$ cat src/rtl/smbus_cfg_pkg.sv
`timescale 1ns/1ps
package smbus_cfg_pkg;
  typedef enum logic [2:0] {ST_IDLE, ST_RX, ST_RXACK, ST_TX, ST_TXACK} busState_t;
  typedef enum logic [1:0] {PH_ADDR, PH_CMD, PH_COUNT, PH_DATA} phase_t;

  // strobes from the sequencer to the byte datapath
  typedef struct packed {
    logic rxShift;     // shift rxBit into the receive byte
    logic rxBit;
    logic cmdLoad;     // latch pointer from a matched command byte
    logic regWrite;    // store receive byte at pointer, advance pointer
    logic txLoadCount; // load register count into transmit byte
    logic txLoadData;  // load register at pointer, advance pointer
    logic txShift;     // next transmit bit
  } dpStrobe_t;
endpackage

$ cat src/rtl/smbus_cfg_dp.sv
`timescale 1ns/1ps
module smbus_cfg_dp
  import smbus_cfg_pkg::*;
#(
  parameter int NUM_REGS = 8,
  parameter logic [7:0] RST_VALUE = 8'hFF
) (
  input  logic clk,
  input  logic rstN,
  input  dpStrobe_t stb,
  output logic [7:0] rxByte,
  output logic txMsb,
  output logic [NUM_REGS*8-1:0] enables
);
  localparam int OFFS_W = 5;
  localparam int PTR_W = OFFS_W + 1;
  localparam logic [7:0] COUNT_BYTE = 8'(NUM_REGS);

  logic [NUM_REGS*8-1:0] bankQ;
  logic [PTR_W-1:0] ptrQ;
  logic [7:0] rxSh, txSh, readVal;

  // out-of-range pointer reads as zero
  always_comb begin
    readVal = 8'h00;
    for (int i = 0; i < NUM_REGS; i++)
      if (ptrQ == PTR_W'(i)) readVal = bankQ[i*8 +: 8];
  end

  always_ff @(posedge clk or negedge rstN) begin
    if (!rstN) begin
      bankQ <= {NUM_REGS{RST_VALUE}};
    end else if (stb.regWrite) begin
      for (int i = 0; i < NUM_REGS; i++)
        if (ptrQ == PTR_W'(i)) bankQ[i*8 +: 8] <= rxSh;
    end
  end

  always_ff @(posedge clk or negedge rstN) begin
    if (!rstN) begin
      ptrQ <= '0;
      rxSh <= '0;
      txSh <= '0;
    end else begin
      if (stb.rxShift) rxSh <= {rxSh[6:0], stb.rxBit};
      if (stb.cmdLoad)
        ptrQ <= rxSh[7] ? {1'b0, rxSh[OFFS_W-1:0]} : '0;
      else if ((stb.regWrite || stb.txLoadData) && ptrQ != '1)
        ptrQ <= ptrQ + 1'b1;
      if (stb.txLoadCount) txSh <= COUNT_BYTE;
      else if (stb.txLoadData) txSh <= readVal;
      else if (stb.txShift) txSh <= {txSh[6:0], 1'b0};
    end
  end

  assign rxByte = rxSh;
  assign txMsb = txSh[7];
  assign enables = bankQ;
endmodule

$ cat src/rtl/smbus_cfg_ctrl.sv
`timescale 1ns/1ps
module smbus_cfg_ctrl
  import smbus_cfg_pkg::*;
#(
  parameter logic [7:0] ADDR_LO = 8'hD2,
  parameter logic [7:0] ADDR_HI = 8'hDC
) (
  input  logic clk,
  input  logic rstN,
  input  logic sclS,
  input  logic sdaS,
  input  logic addrSel,
  input  logic chipSel,
  input  logic [7:0] rxByte,
  input  logic txMsb,
  output dpStrobe_t stb,
  output logic sdaOe
);
  busState_t stateQ;
  phase_t phaseQ;
  logic [3:0] bitCnt;
  logic sclQ, sdaQ, ackDrive, goTx, blockMode, cmdOk, mAck;

  logic sclRise, sclFall, startDet, stopDet, isEval;
  logic [7:0] devAddr;
  logic [1:0] csField;
  logic addrWr, addrRd, csMatch, ackNow;

  assign sclRise  = sclS & ~sclQ;
  assign sclFall  = ~sclS & sclQ;
  assign startDet = sclS & sclQ & sdaQ & ~sdaS;
  assign stopDet  = sclS & sclQ & ~sdaQ & sdaS;
  assign devAddr  = addrSel ? ADDR_HI : ADDR_LO;
  assign csField  = chipSel ? 2'b10 : 2'b01;
  assign addrWr   = rxByte == {devAddr[7:1], 1'b0};
  assign addrRd   = (rxByte == {devAddr[7:1], 1'b1}) && cmdOk;
  assign csMatch  = rxByte[6:5] == csField;
  assign isEval   = stateQ == ST_RX && sclFall && bitCnt == 4'd8;

  always_comb begin
    case (phaseQ)
      PH_ADDR: ackNow = addrWr | addrRd;
      PH_CMD:  ackNow = csMatch;
      default: ackNow = 1'b1;
    endcase
  end

  always_comb begin
    stb = '0;
    stb.rxBit = sdaS;
    if (!startDet && !stopDet) begin
      case (stateQ)
        ST_RX: begin
          stb.rxShift  = sclRise && bitCnt != 4'd8;
          stb.cmdLoad  = isEval && phaseQ == PH_CMD && csMatch;
          stb.regWrite = isEval && phaseQ == PH_DATA;
        end
        ST_RXACK: begin
          stb.txLoadCount = sclFall && goTx && blockMode;
          stb.txLoadData  = sclFall && goTx && !blockMode;
        end
        ST_TX:    stb.txShift = sclFall && bitCnt != 4'd7;
        ST_TXACK: stb.txLoadData = sclFall && mAck;
        default: ;
      endcase
    end
  end

  always_ff @(posedge clk or negedge rstN) begin
    if (!rstN) begin
      sclQ <= 1'b1;
      sdaQ <= 1'b1;
      stateQ <= ST_IDLE;
      phaseQ <= PH_ADDR;
      bitCnt <= '0;
      ackDrive <= 1'b0;
      goTx <= 1'b0;
      blockMode <= 1'b0;
      cmdOk <= 1'b0;
      mAck <= 1'b0;
    end else begin
      sclQ <= sclS;
      sdaQ <= sdaS;
      if (startDet) begin
        stateQ <= ST_RX;
        phaseQ <= PH_ADDR;
        bitCnt <= '0;
        ackDrive <= 1'b0;
      end else if (stopDet) begin
        stateQ <= ST_IDLE;
        ackDrive <= 1'b0;
      end else begin
        case (stateQ)
          ST_RX: begin
            if (sclRise && bitCnt != 4'd8) bitCnt <= bitCnt + 1'b1;
            if (isEval) begin
              bitCnt <= '0;
              ackDrive <= ackNow;
              stateQ <= ackNow ? ST_RXACK : ST_IDLE;
              goTx <= phaseQ == PH_ADDR && !addrWr && addrRd;
              case (phaseQ)
                PH_ADDR: phaseQ <= PH_CMD;
                PH_CMD: begin
                  cmdOk <= csMatch;
                  if (csMatch) begin
                    blockMode <= ~rxByte[7];
                    phaseQ <= rxByte[7] ? PH_DATA : PH_COUNT;
                  end
                end
                default: phaseQ <= PH_DATA;
              endcase
            end
          end
          ST_RXACK: if (sclFall) begin
            ackDrive <= 1'b0;
            bitCnt <= '0;
            stateQ <= goTx ? ST_TX : ST_RX;
          end
          ST_TX: if (sclFall) begin
            if (bitCnt == 4'd7) begin
              stateQ <= ST_TXACK;
              bitCnt <= '0;
            end else begin
              bitCnt <= bitCnt + 1'b1;
            end
          end
          ST_TXACK: begin
            if (sclRise) mAck <= ~sdaS;
            if (sclFall) stateQ <= mAck ? ST_TX : ST_IDLE;
          end
          default: ;
        endcase
      end
    end
  end

  assign sdaOe = ackDrive | (stateQ == ST_TX && !txMsb);
endmodule

$ cat src/rtl/smbus_cfg_slave.sv
`timescale 1ns/1ps
module smbus_cfg_slave
  import smbus_cfg_pkg::*;
#(
  parameter int NUM_REGS = 8,
  parameter logic [7:0] RST_VALUE = 8'hFF,
  parameter logic [7:0] ADDR_LO = 8'hD2,
  parameter logic [7:0] ADDR_HI = 8'hDC
) (
  input  logic clk,
  input  logic rstN,
  input  logic sclIn,
  input  logic sdaIn,
  output logic sdaOe,
  input  logic addrSel,
  input  logic chipSel,
  output logic [NUM_REGS*8-1:0] enables
);
  logic [1:0] sclPipe, sdaPipe;
  logic sclSync, sdaSync, txMsb;
  logic [7:0] rxByte;
  dpStrobe_t stb;

  always_ff @(posedge clk or negedge rstN) begin
    if (!rstN) begin
      sclPipe <= 2'b11;
      sdaPipe <= 2'b11;
    end else begin
      sclPipe <= {sclPipe[0], sclIn};
      sdaPipe <= {sdaPipe[0], sdaIn};
    end
  end
  assign sclSync = sclPipe[1];
  assign sdaSync = sdaPipe[1];

  smbus_cfg_ctrl #(.ADDR_LO(ADDR_LO), .ADDR_HI(ADDR_HI)) u_ctrl (
    .clk(clk), .rstN(rstN), .sclS(sclSync), .sdaS(sdaSync),
    .addrSel(addrSel), .chipSel(chipSel), .rxByte(rxByte),
    .txMsb(txMsb), .stb(stb), .sdaOe(sdaOe)
  );

  smbus_cfg_dp #(.NUM_REGS(NUM_REGS), .RST_VALUE(RST_VALUE)) u_dp (
    .clk(clk), .rstN(rstN), .stb(stb), .rxByte(rxByte),
    .txMsb(txMsb), .enables(enables)
  );
endmodule

$ cat config.mk
export PLATFORM = sky130hd
export DESIGN_NAME = smbus_cfg_slave
export DESIGN_NICKNAME = d
export VERILOG_FILES = /design/src/rtl/smbus_cfg_pkg.sv /design/src/rtl/smbus_cfg_dp.sv /design/src/rtl/smbus_cfg_ctrl.sv /design/src/rtl/smbus_cfg_slave.sv
export SDC_FILE = /design/constraint.sdc
export NUM_CORES = 1
export LEC_CHECK = 0
export ABC_CLOCK_PERIOD_IN_PS = 3100
export BUFFER_PORTS_ARGS = -buffer_cell sky130_fd_sc_hd__buf_4
export CAP_MARGIN = 10
export CELL_PAD_IN_SITES_DETAIL_PLACEMENT = 1
export CELL_PAD_IN_SITES_GLOBAL_PLACEMENT = 2
export CORE_MARGIN = 1.5
export CORE_UTILIZATION = 38
export CTS_CLUSTER_DIAMETER = 60
export DETAILED_ROUTE_END_ITERATION = 10
export PLACE_DENSITY_LB_ADDON = 0.1
export SLEW_MARGIN = 30
export SYNTH_ARGS = -nofsm -noshare
export SYNTH_HDL_FRONTEND = slang
export SYNTH_SLANG_ARGS = --single-unit
$ cat constraint.sdc
create_clock -name clk -period 3.1 [get_ports clk]
set_input_delay 0.155 -clock clk [delete_from_list [all_inputs] [get_ports clk]]
set_output_delay 0.155 -clock clk [all_outputs]
set_load 0.02 [all_outputs]
==> results of run 1 <==
synthesized netlist by cell type, types with 5 or more instances:
library cell / count / area (µm²)
sky130_fd_sc_hd__nor2_1: 13 / 48.8
sky130_fd_sc_hd__nand3_1: 14 / 70.1
sky130_fd_sc_hd__mux2_2: 72 / 811
sky130_fd_sc_hd__o31ai_1: 6 / 45.0
sky130_fd_sc_hd__a221oi_1: 8 / 70.1
sky130_fd_sc_hd__ha_1: 6 / 75.1
sky130_fd_sc_hd__nand2_1: 44 / 165
sky130_fd_sc_hd__a31oi_1: 6 / 37.5
sky130_fd_sc_hd__dfstp_2: 70 / 1840
sky130_fd_sc_hd__a211oi_1: 9 / 67.6
sky130_fd_sc_hd__and3b_1: 6 / 52.6
sky130_fd_sc_hd__clkbuf_1: 32 / 120
sky130_fd_sc_hd__a21oi_1: 33 / 165
sky130_fd_sc_hd__dfrtp_1: 36 / 901
sky130_fd_sc_hd__o21ai_0: 26 / 130
sky130_fd_sc_hd__inv_1: 12 / 45.0
sky130_fd_sc_hd__nand3b_1: 5 / 37.5
sky130_fd_sc_hd__nand2b_1: 9 / 56.3
sky130_fd_sc_hd__nor2b_1: 14 / 87.6
cells in the final DEF, fill, tap and decap left out, drive strengths merged, types with 4 or more instances in the layout:
| master | Yosys | layout |
|---|---|---|
| a211oi | 9 | 9 |
| a21oi | 33 | 33 |
| a221oi | 8 | 8 |
| a22oi | 4 | 4 |
| a31oi | 6 | 6 |
| and2 | 4 | 4 |
| and3b | 6 | 6 |
| buf | 4 | 91 |
| clkbuf | 32 | 15 |
| dfrtp | 36 | 36 |
| dfstp | 70 | 70 |
| ha | 6 | 6 |
| inv | 12 | 13 |
| mux2 | 73 | 73 |
| mux2i | 4 | 4 |
| nand2 | 44 | 44 |
| nand2b | 9 | 9 |
| nand3 | 14 | 14 |
| nand3b | 5 | 5 |
| nor2 | 13 | 13 |
| nor2b | 14 | 14 |
| nor3 | 5 | 5 |
| nor3b | 4 | 4 |
| nor4bb | 4 | 4 |
| o21ai | 26 | 26 |
| o221ai | 4 | 4 |
| o31ai | 6 | 6 |
repair_timing:
| item | in CTS | in global routing |
|---|---|---|
| gates resized for setup | 0 | 0 |
| hold endpoints to repair | 35 | 0 |
| hold buffers | 3 | 0 |
logic make-up (layout without fill, tap and decap cells):
group | count (synthesis) | count (layout) | share of synthesized area
multiplexers | 77 | 77 | 0.156
buffers and inverters | 48 | 122 | 0.0334
XOR/XNOR | 6 | 6 | 0.00949
AO/OA/AOI/OAI | 123 | 123 | 0.147
flip-flops | 106 | 106 | 0.495
adder cells (fa/ha/maj) | 6 | 6 | 0.0136
AND/OR/NAND/NOR | 141 | 141 | 0.146
power by group:
group          switching, µW  total [µW]  internal (µW)
clock                    524        1220            697
combinational            809        1380            568
sequential               320        1880           1560
total                   1650        4480           2820
layer usage:
| metal | global-route usage | up-vias | share of wire |
|---|---|---|---|
| li1 | - | 2001 | - |
| met1 | 0.319 | 2199 | 0.45 |
| met2 | 0.409 | 76 | 0.51 |
| met3 | 0.0288 | 17 | 0.026 |
| met4 | 0.0718 | 0 | 0.016 |
| met5 | 0 | - | 0 |
metrics by stage:
step	worst slack (ns)	area, µm²	hold WS, ns
floorplan	0.932	5540	-0.141
global placement	0.548	6310	0.259
detailed placement	0.549	6310	0.266
CTS	0.528	6660	0.295
global route	0.393	6660	0.352
finish	0.519	6660	0.297
cell type report:
type | instances | area [µm²]
tap | 180 | 225
sequential | 106 | 2740
timing repair buffer | 94 | 713
fill | 1511 | 7390
inverter | 12 | 45.0
multi-input combinational | 353 | 2610
clock buffer | 15 | 312
clock inverter | 1 | 8.76
registers in the layout, summed over array words and instances (netlist names), 2 cells and up:
| name | flops |
|---|---|
| sclPipe | 2 |
| sdaPipe | 2 |
| u_ctrl.bitCnt | 4 |
| u_ctrl.phaseQ | 2 |
| u_ctrl.stateQ | 3 |
| u_dp.enables | 64 |
| u_dp.ptrQ | 6 |
| u_dp.rxByte | 8 |
| u_dp.txSh | 8 |
worst max-delay path by stage:
stage | depth (start not counted) | start | slack [ns] | endpoint
floorplan | 5 | u_ctrl.sclQ | 0.93 | u_dp.enables[7]
finish | 5 | u_ctrl.sclQ | 0.52 | u_dp.enables[28]
global route | 6 | u_ctrl.stateQ[1] | 0.39 | u_dp.txSh[5]
detailed placement | 5 | u_ctrl.sclQ | 0.55 | u_dp.enables[28]
global placement | 5 | u_ctrl.sclQ | 0.55 | u_dp.enables[28]
CTS | 5 | u_ctrl.sclQ | 0.53 | u_dp.enables[28]
worst max-delay path, stage by stage, from the launching register on:
cell                      delay, ns
sky130_fd_sc_hd__dfstp_2       0.63
sky130_fd_sc_hd__or3b_2        0.51
sky130_fd_sc_hd__nor4_4        0.23
sky130_fd_sc_hd__buf_4         0.22
sky130_fd_sc_hd__and3_1        0.52
sky130_fd_sc_hd__mux2_2        0.40
==> metrics, run 1 <==
sequential share of the synthesized area 0.495; measured slew at the worst slew-check pin approximately 0.80 ns; cell at the root of the clock tree sky130_fd_sc_hd__clkbuf_16; Worst Hold End u_ctrl.goTx; post-DR vias/cell between 5 and 6; Synth Warn # 0; Tmin final roughly 2.6 ns; die width about 120 µm; total power after layout 4480 µW; type of element launching the critical path flop; number of detailed-routing iterations run before antenna repair 4; number of vias after detailed routing 4,293; ratio of cells with drive above 1 in the final layout 0.437; clock-pin slew on the worst setup and hold paths 0.07 ns; post-synthesis cell type count 58; setup repair after global routing missed its margin false; leak pwr 0.00287 µW; number of synthesized register bits 106; maximum buffer depth of the clock tree 2; mean post-synth cell area 10.9 µm²; average wire length per cell after detail routing 22.6 µm; # diodes 0; total I/O pin count 71; Area Overhead vs Synth 20.2%; worst r2r dst u_dp.enables[28]; wire length of the first global-routing pass 27.0 mm; flop-to-flop setup slack around 0.52 ns; endpoint required time on the critical path 3.38 ns; total power per unit cell area 672 nW/µm²; Data arrival, critical path between 2 and 3 ns; f_max 387 MHz; # rows 43; final design utilization 0.474; synthesized instance count approximately 510; final total negative setup slack 0 ns; result of the run complete, no violations; number of max-capacitance violations reported 0; net count reported at finish 588; number of nets in the synthesized netlist between 500 and 600; worst hold stages 4; depth of the most critical reg-to-reg path 5; number of instances in the placed design ~740; number of buffers inserted during clock tree synthesis 9; part of the cycle the worst path needs 0.833; final setup vio count 0; residual antenna-violating net count after detailed routing 0; worst slew margin relative to its limit 0.466; y dimension of the die 124 µm; detailed-placement wirelength estimate 12.4 mm; routability congestion estimate from global placement 0.866; final routed DRC violation total 0; Critical Setup Path Class flop to flop; Initial DRC Count around 130; share of async-settable or async-resettable flops after synthesis 1.00; number of global-route vias before repair 4,531; Pins Over Slew Limit 0; biggest fanout along the worst timing path 12; GRT Residual Overflow 0; Die Area 15,300 µm²; cell area after synthesis between 5000 and 6000 µm²; leading register cell type out of synthesis sky130_fd_sc_hd__dfstp_2; worst min-delay path startpoint addrSel; total routing usage reported by global routing 0.240; count of buffers added by post-CTS timing repair for setup 0; Initial Util 0.394; CTS tree yes; number of synthesized flops with an enable pin 0; number of antenna violations at the first check in global routing 0; total count of hold-check failures in the final report 0; reg-to-reg startpoint u_ctrl.sclQ; Final Skew 0.00710 ns; CTS sink cnt 106; placeable core region about 14,000 µm²; maximum number of pins on one net before global-route repair 56; peak supply drop 328 µV; clock latency on the worst-skew pair 0.35 ns; Routed Wire Length 17.2 mm; number of buffer cells added on primary ports 70; CTS H-Tree Depth 3; non-filler instance count after layout around 760; hold crit path type primary input to flop; element type at the critical path end flop
Note: power is estimated with default switching activity, not from simulation.
==> run 2, diff against run 1 <==
ABC_CLOCK_PERIOD_IN_PS = 2100   (was 3100)
CORE_UTILIZATION = 34   (was 38)
clock period = 2.1 ns   (was 3.1 ns; I/O delays follow)
==> run 2 against run 1 <==
Register-to-register slack worse by 0.47 ns; non-clock buffer count increased by 49; fmax grew 26%; cell area increased by 9.0%; die area is 11% higher; largest cell class unchanged.
==> metrics, run 2 (synthesized netlist as in run 1, its figures left out) <==
CTS sink cnt 106 (unchanged); worst slew margin relative to its limit 0.603 (was 0.466); total I/O pin count 71 (unchanged); depth of the most critical reg-to-reg path 6 (was 5); routability congestion estimate from global placement 0.825 (was 0.866); total count of hold-check failures in the final report 0 (unchanged); result of the run complete, no violations (unchanged); CTS tree yes (unchanged); delay of the slowest cell on the worst path 0.53 ns (was 0.63 ns); biggest fanout along the worst timing path 6 (was 12); leak pwr 0.00321 µW (was 0.00287 µW); Worst Hold End u_ctrl.goTx (unchanged); worst hold stages 4 (unchanged); flip-flop count of the largest register, all copies and words added 64 (unchanged); number of vias after detailed routing 4,510 (was 4,293); GRT Residual Overflow 0 (unchanged); wire length of the first global-routing pass 28.0 mm (was 27.0 mm); y dimension of the die 131 µm (was 124 µm); number of max-capacitance violations reported 0 (unchanged); total power per unit cell area 979 nW/µm² (was 672 nW/µm²); peak supply drop 485 µV (was 328 µV); average wire length per cell after detail routing 21.2 µm (was 22.6 µm); total routing usage reported by global routing 0.221 (was 0.240); cell at the root of the clock tree sky130_fd_sc_hd__clkbuf_16 (unchanged); placeable core region 15,900 µm² (was 14,000 µm²); part of the cycle the worst path needs 0.978 (was 0.833); maximum buffer depth of the clock tree 2 (unchanged); critical path's slowest cell sky130_fd_sc_hd__dfstp_2 (unchanged); number of buffers inserted during clock tree synthesis 9 (unchanged); maximum number of pins on one net before global-route repair 107 (was 56); detailed-placement wirelength estimate 13.0 mm (was 12.4 mm); die width 131 µm (was 124 µm); residual antenna-violating net count after detailed routing 0 (unchanged); final setup vio count 0 (unchanged); series of cell instances along the critical path or3b_4 -> nor4_4 -> buf_6 -> and3_4 -> buf_6 -> mux2_2 (was or3b_2 -> nor4_4 -> buf_4 -> and3_1 -> mux2_2); net count reported at finish 637 (was 588); Final Skew 0.00942 ns (was 0.00710 ns); number of buffer cells added on primary ports 70 (unchanged); final routed DRC violation total 0 (unchanged); post-DR vias/cell 5.33 (was 5.64); reg-to-reg startpoint u_ctrl.sclQ (unchanged); Pins Over Slew Limit 0 (unchanged); Critical Setup Path Class flop to flop (unchanged); cell mode on critical path sky130_fd_sc_hd__buf_6; # diodes 0 (unchanged); Routed Wire Length 17.9 mm (was 17.2 mm); setup repair after global routing missed its margin true (was false); Initial DRC Count 172 (was 128); number of antenna violations at the first check in global routing 0 (unchanged); commonest non-fill, non-tap cells in the layout sky130_fd_sc_hd__buf_4 (126), sky130_fd_sc_hd__mux2_2 (72), sky130_fd_sc_hd__dfstp_2 (70), sky130_fd_sc_hd__nand2_1 (38), sky130_fd_sc_hd__dfrtp_1 (36) (was sky130_fd_sc_hd__buf_4 (91), sky130_fd_sc_hd__mux2_2 (72), sky130_fd_sc_hd__dfstp_2 (70), sky130_fd_sc_hd__nand2_1 (44), sky130_fd_sc_hd__dfrtp_1 (36)); hold crit path type primary input to flop (unchanged); CTS H-Tree Depth 3 (unchanged); # rows 46 (was 43); Tmin final 2.05 ns (was 2.58 ns); clock latency on the worst-skew pair 0.36 ns (was 0.35 ns); number of global-route vias before repair 4,807 (was 4,531); Data arrival, critical path 2.34 ns (was 2.86 ns); f_max 487 MHz (was 387 MHz); Filler Cell Count 1,761 (was 1,511); element type at the critical path end flop (unchanged); Initial Util 0.349 (was 0.394); Area Overhead vs Synth 31.0% (was 20.2%); Final Hold Slack 0.167 ns (was 0.297 ns); Die Area 17,100 µm² (was 15,300 µm²); measured slew at the worst slew-check pin 0.596 ns (was 0.801 ns); most frequent standard cell in the layout excluding fill and tap cells sky130_fd_sc_hd__buf_4 (unchanged); number of detailed-routing iterations run before antenna repair 4 (unchanged); final design utilization 0.457 (was 0.474); type of element launching the critical path flop (unchanged); worst r2r dst u_dp.enables[25] (was u_dp.enables[28]); combined flip-flop and latch cell area 2740 µm² (unchanged); area of the multi-input gates 2720 µm² (was 2610 µm²); endpoint required time on the critical path 2.39 ns (was 3.38 ns); clock-pin slew on the worst setup and hold paths 0.08 ns (was 0.07 ns); flop-to-flop setup slack 0.05 ns (was 0.52 ns); worst min-delay path startpoint addrSel (unchanged); ratio of cells with drive above 1 in the final layout 0.514 (was 0.437)
## run 2: worst max path at each step
stage,cells after the start,endpoint,startpoint
after detailed placement,6,u_dp.enables[7],u_ctrl.sclQ
after global placement,6,u_dp.enables[7],u_ctrl.sclQ
after floorplan,5,u_dp.enables[7],u_ctrl.sclQ
after CTS,6,u_dp.enables[7],u_ctrl.sclQ
final,6,u_dp.enables[25],u_ctrl.sclQ
after global routing,8,u_dp.enables[25],u_ctrl.bitCnt[0]
## run 2: final cells by class
cell class	count	share of cell area
flip-flops and latches	106	0.378
multi-input cells	353	0.374
repair buffers	143	0.162
well taps	216	0.0372
clock buffers	11	0.0364
inverters	12	0.00621
clock inverters	5	0.00604
## run 2: layer usage
layer,GRT usage,up-vias,routed length [µm]
li1,-,2099,-
met1,0.286,2317,8070
met2,0.385,74,9070
met3,0.0314,20,448
met4,0.0692,0,315
met5,0,-,0
## run 2: power breakdown
part           switching [µW]  total, µW  internal [µW]
logic                    1600       2830           1230
registers                 198       2500           2300
clock network             847       1770            926
## run 2: worst max-delay path: cells and delay by family, from the launching register on
kind,cells,cell delay (ns)
flops,1,0.53
buf+inv,2,0.29
mux,1,0.34
simple gates,3,0.81
## run 2: timing repair
action                                  in CTS  in global routing
pin swaps                                    1                  2
hold endpoints to repair                    38                  0
hold buffers                                 3                  0
gates resized for setup                     13                 23
buffers inserted                             2                  4
endpoints found under the setup margin      46                 78
## run 2: per-stage QoR
stage          instance area (µm²)  worst slack, ns  std cells  power (µW)  setup TNS (ns)
6_report                      7260           0.0468        846        7100               0
5_1_grt                       7260          -0.0250        846        7520          -0.229
4_1_cts                       7140          0.00351        842        7080               0
3_5_place_dp                  6740           -0.155        821        5270           -2.94
3_3_place_gp                  6740           -0.105        821        5190           -1.89
2_1_floorplan                 5540          0.00829        507        4080               0
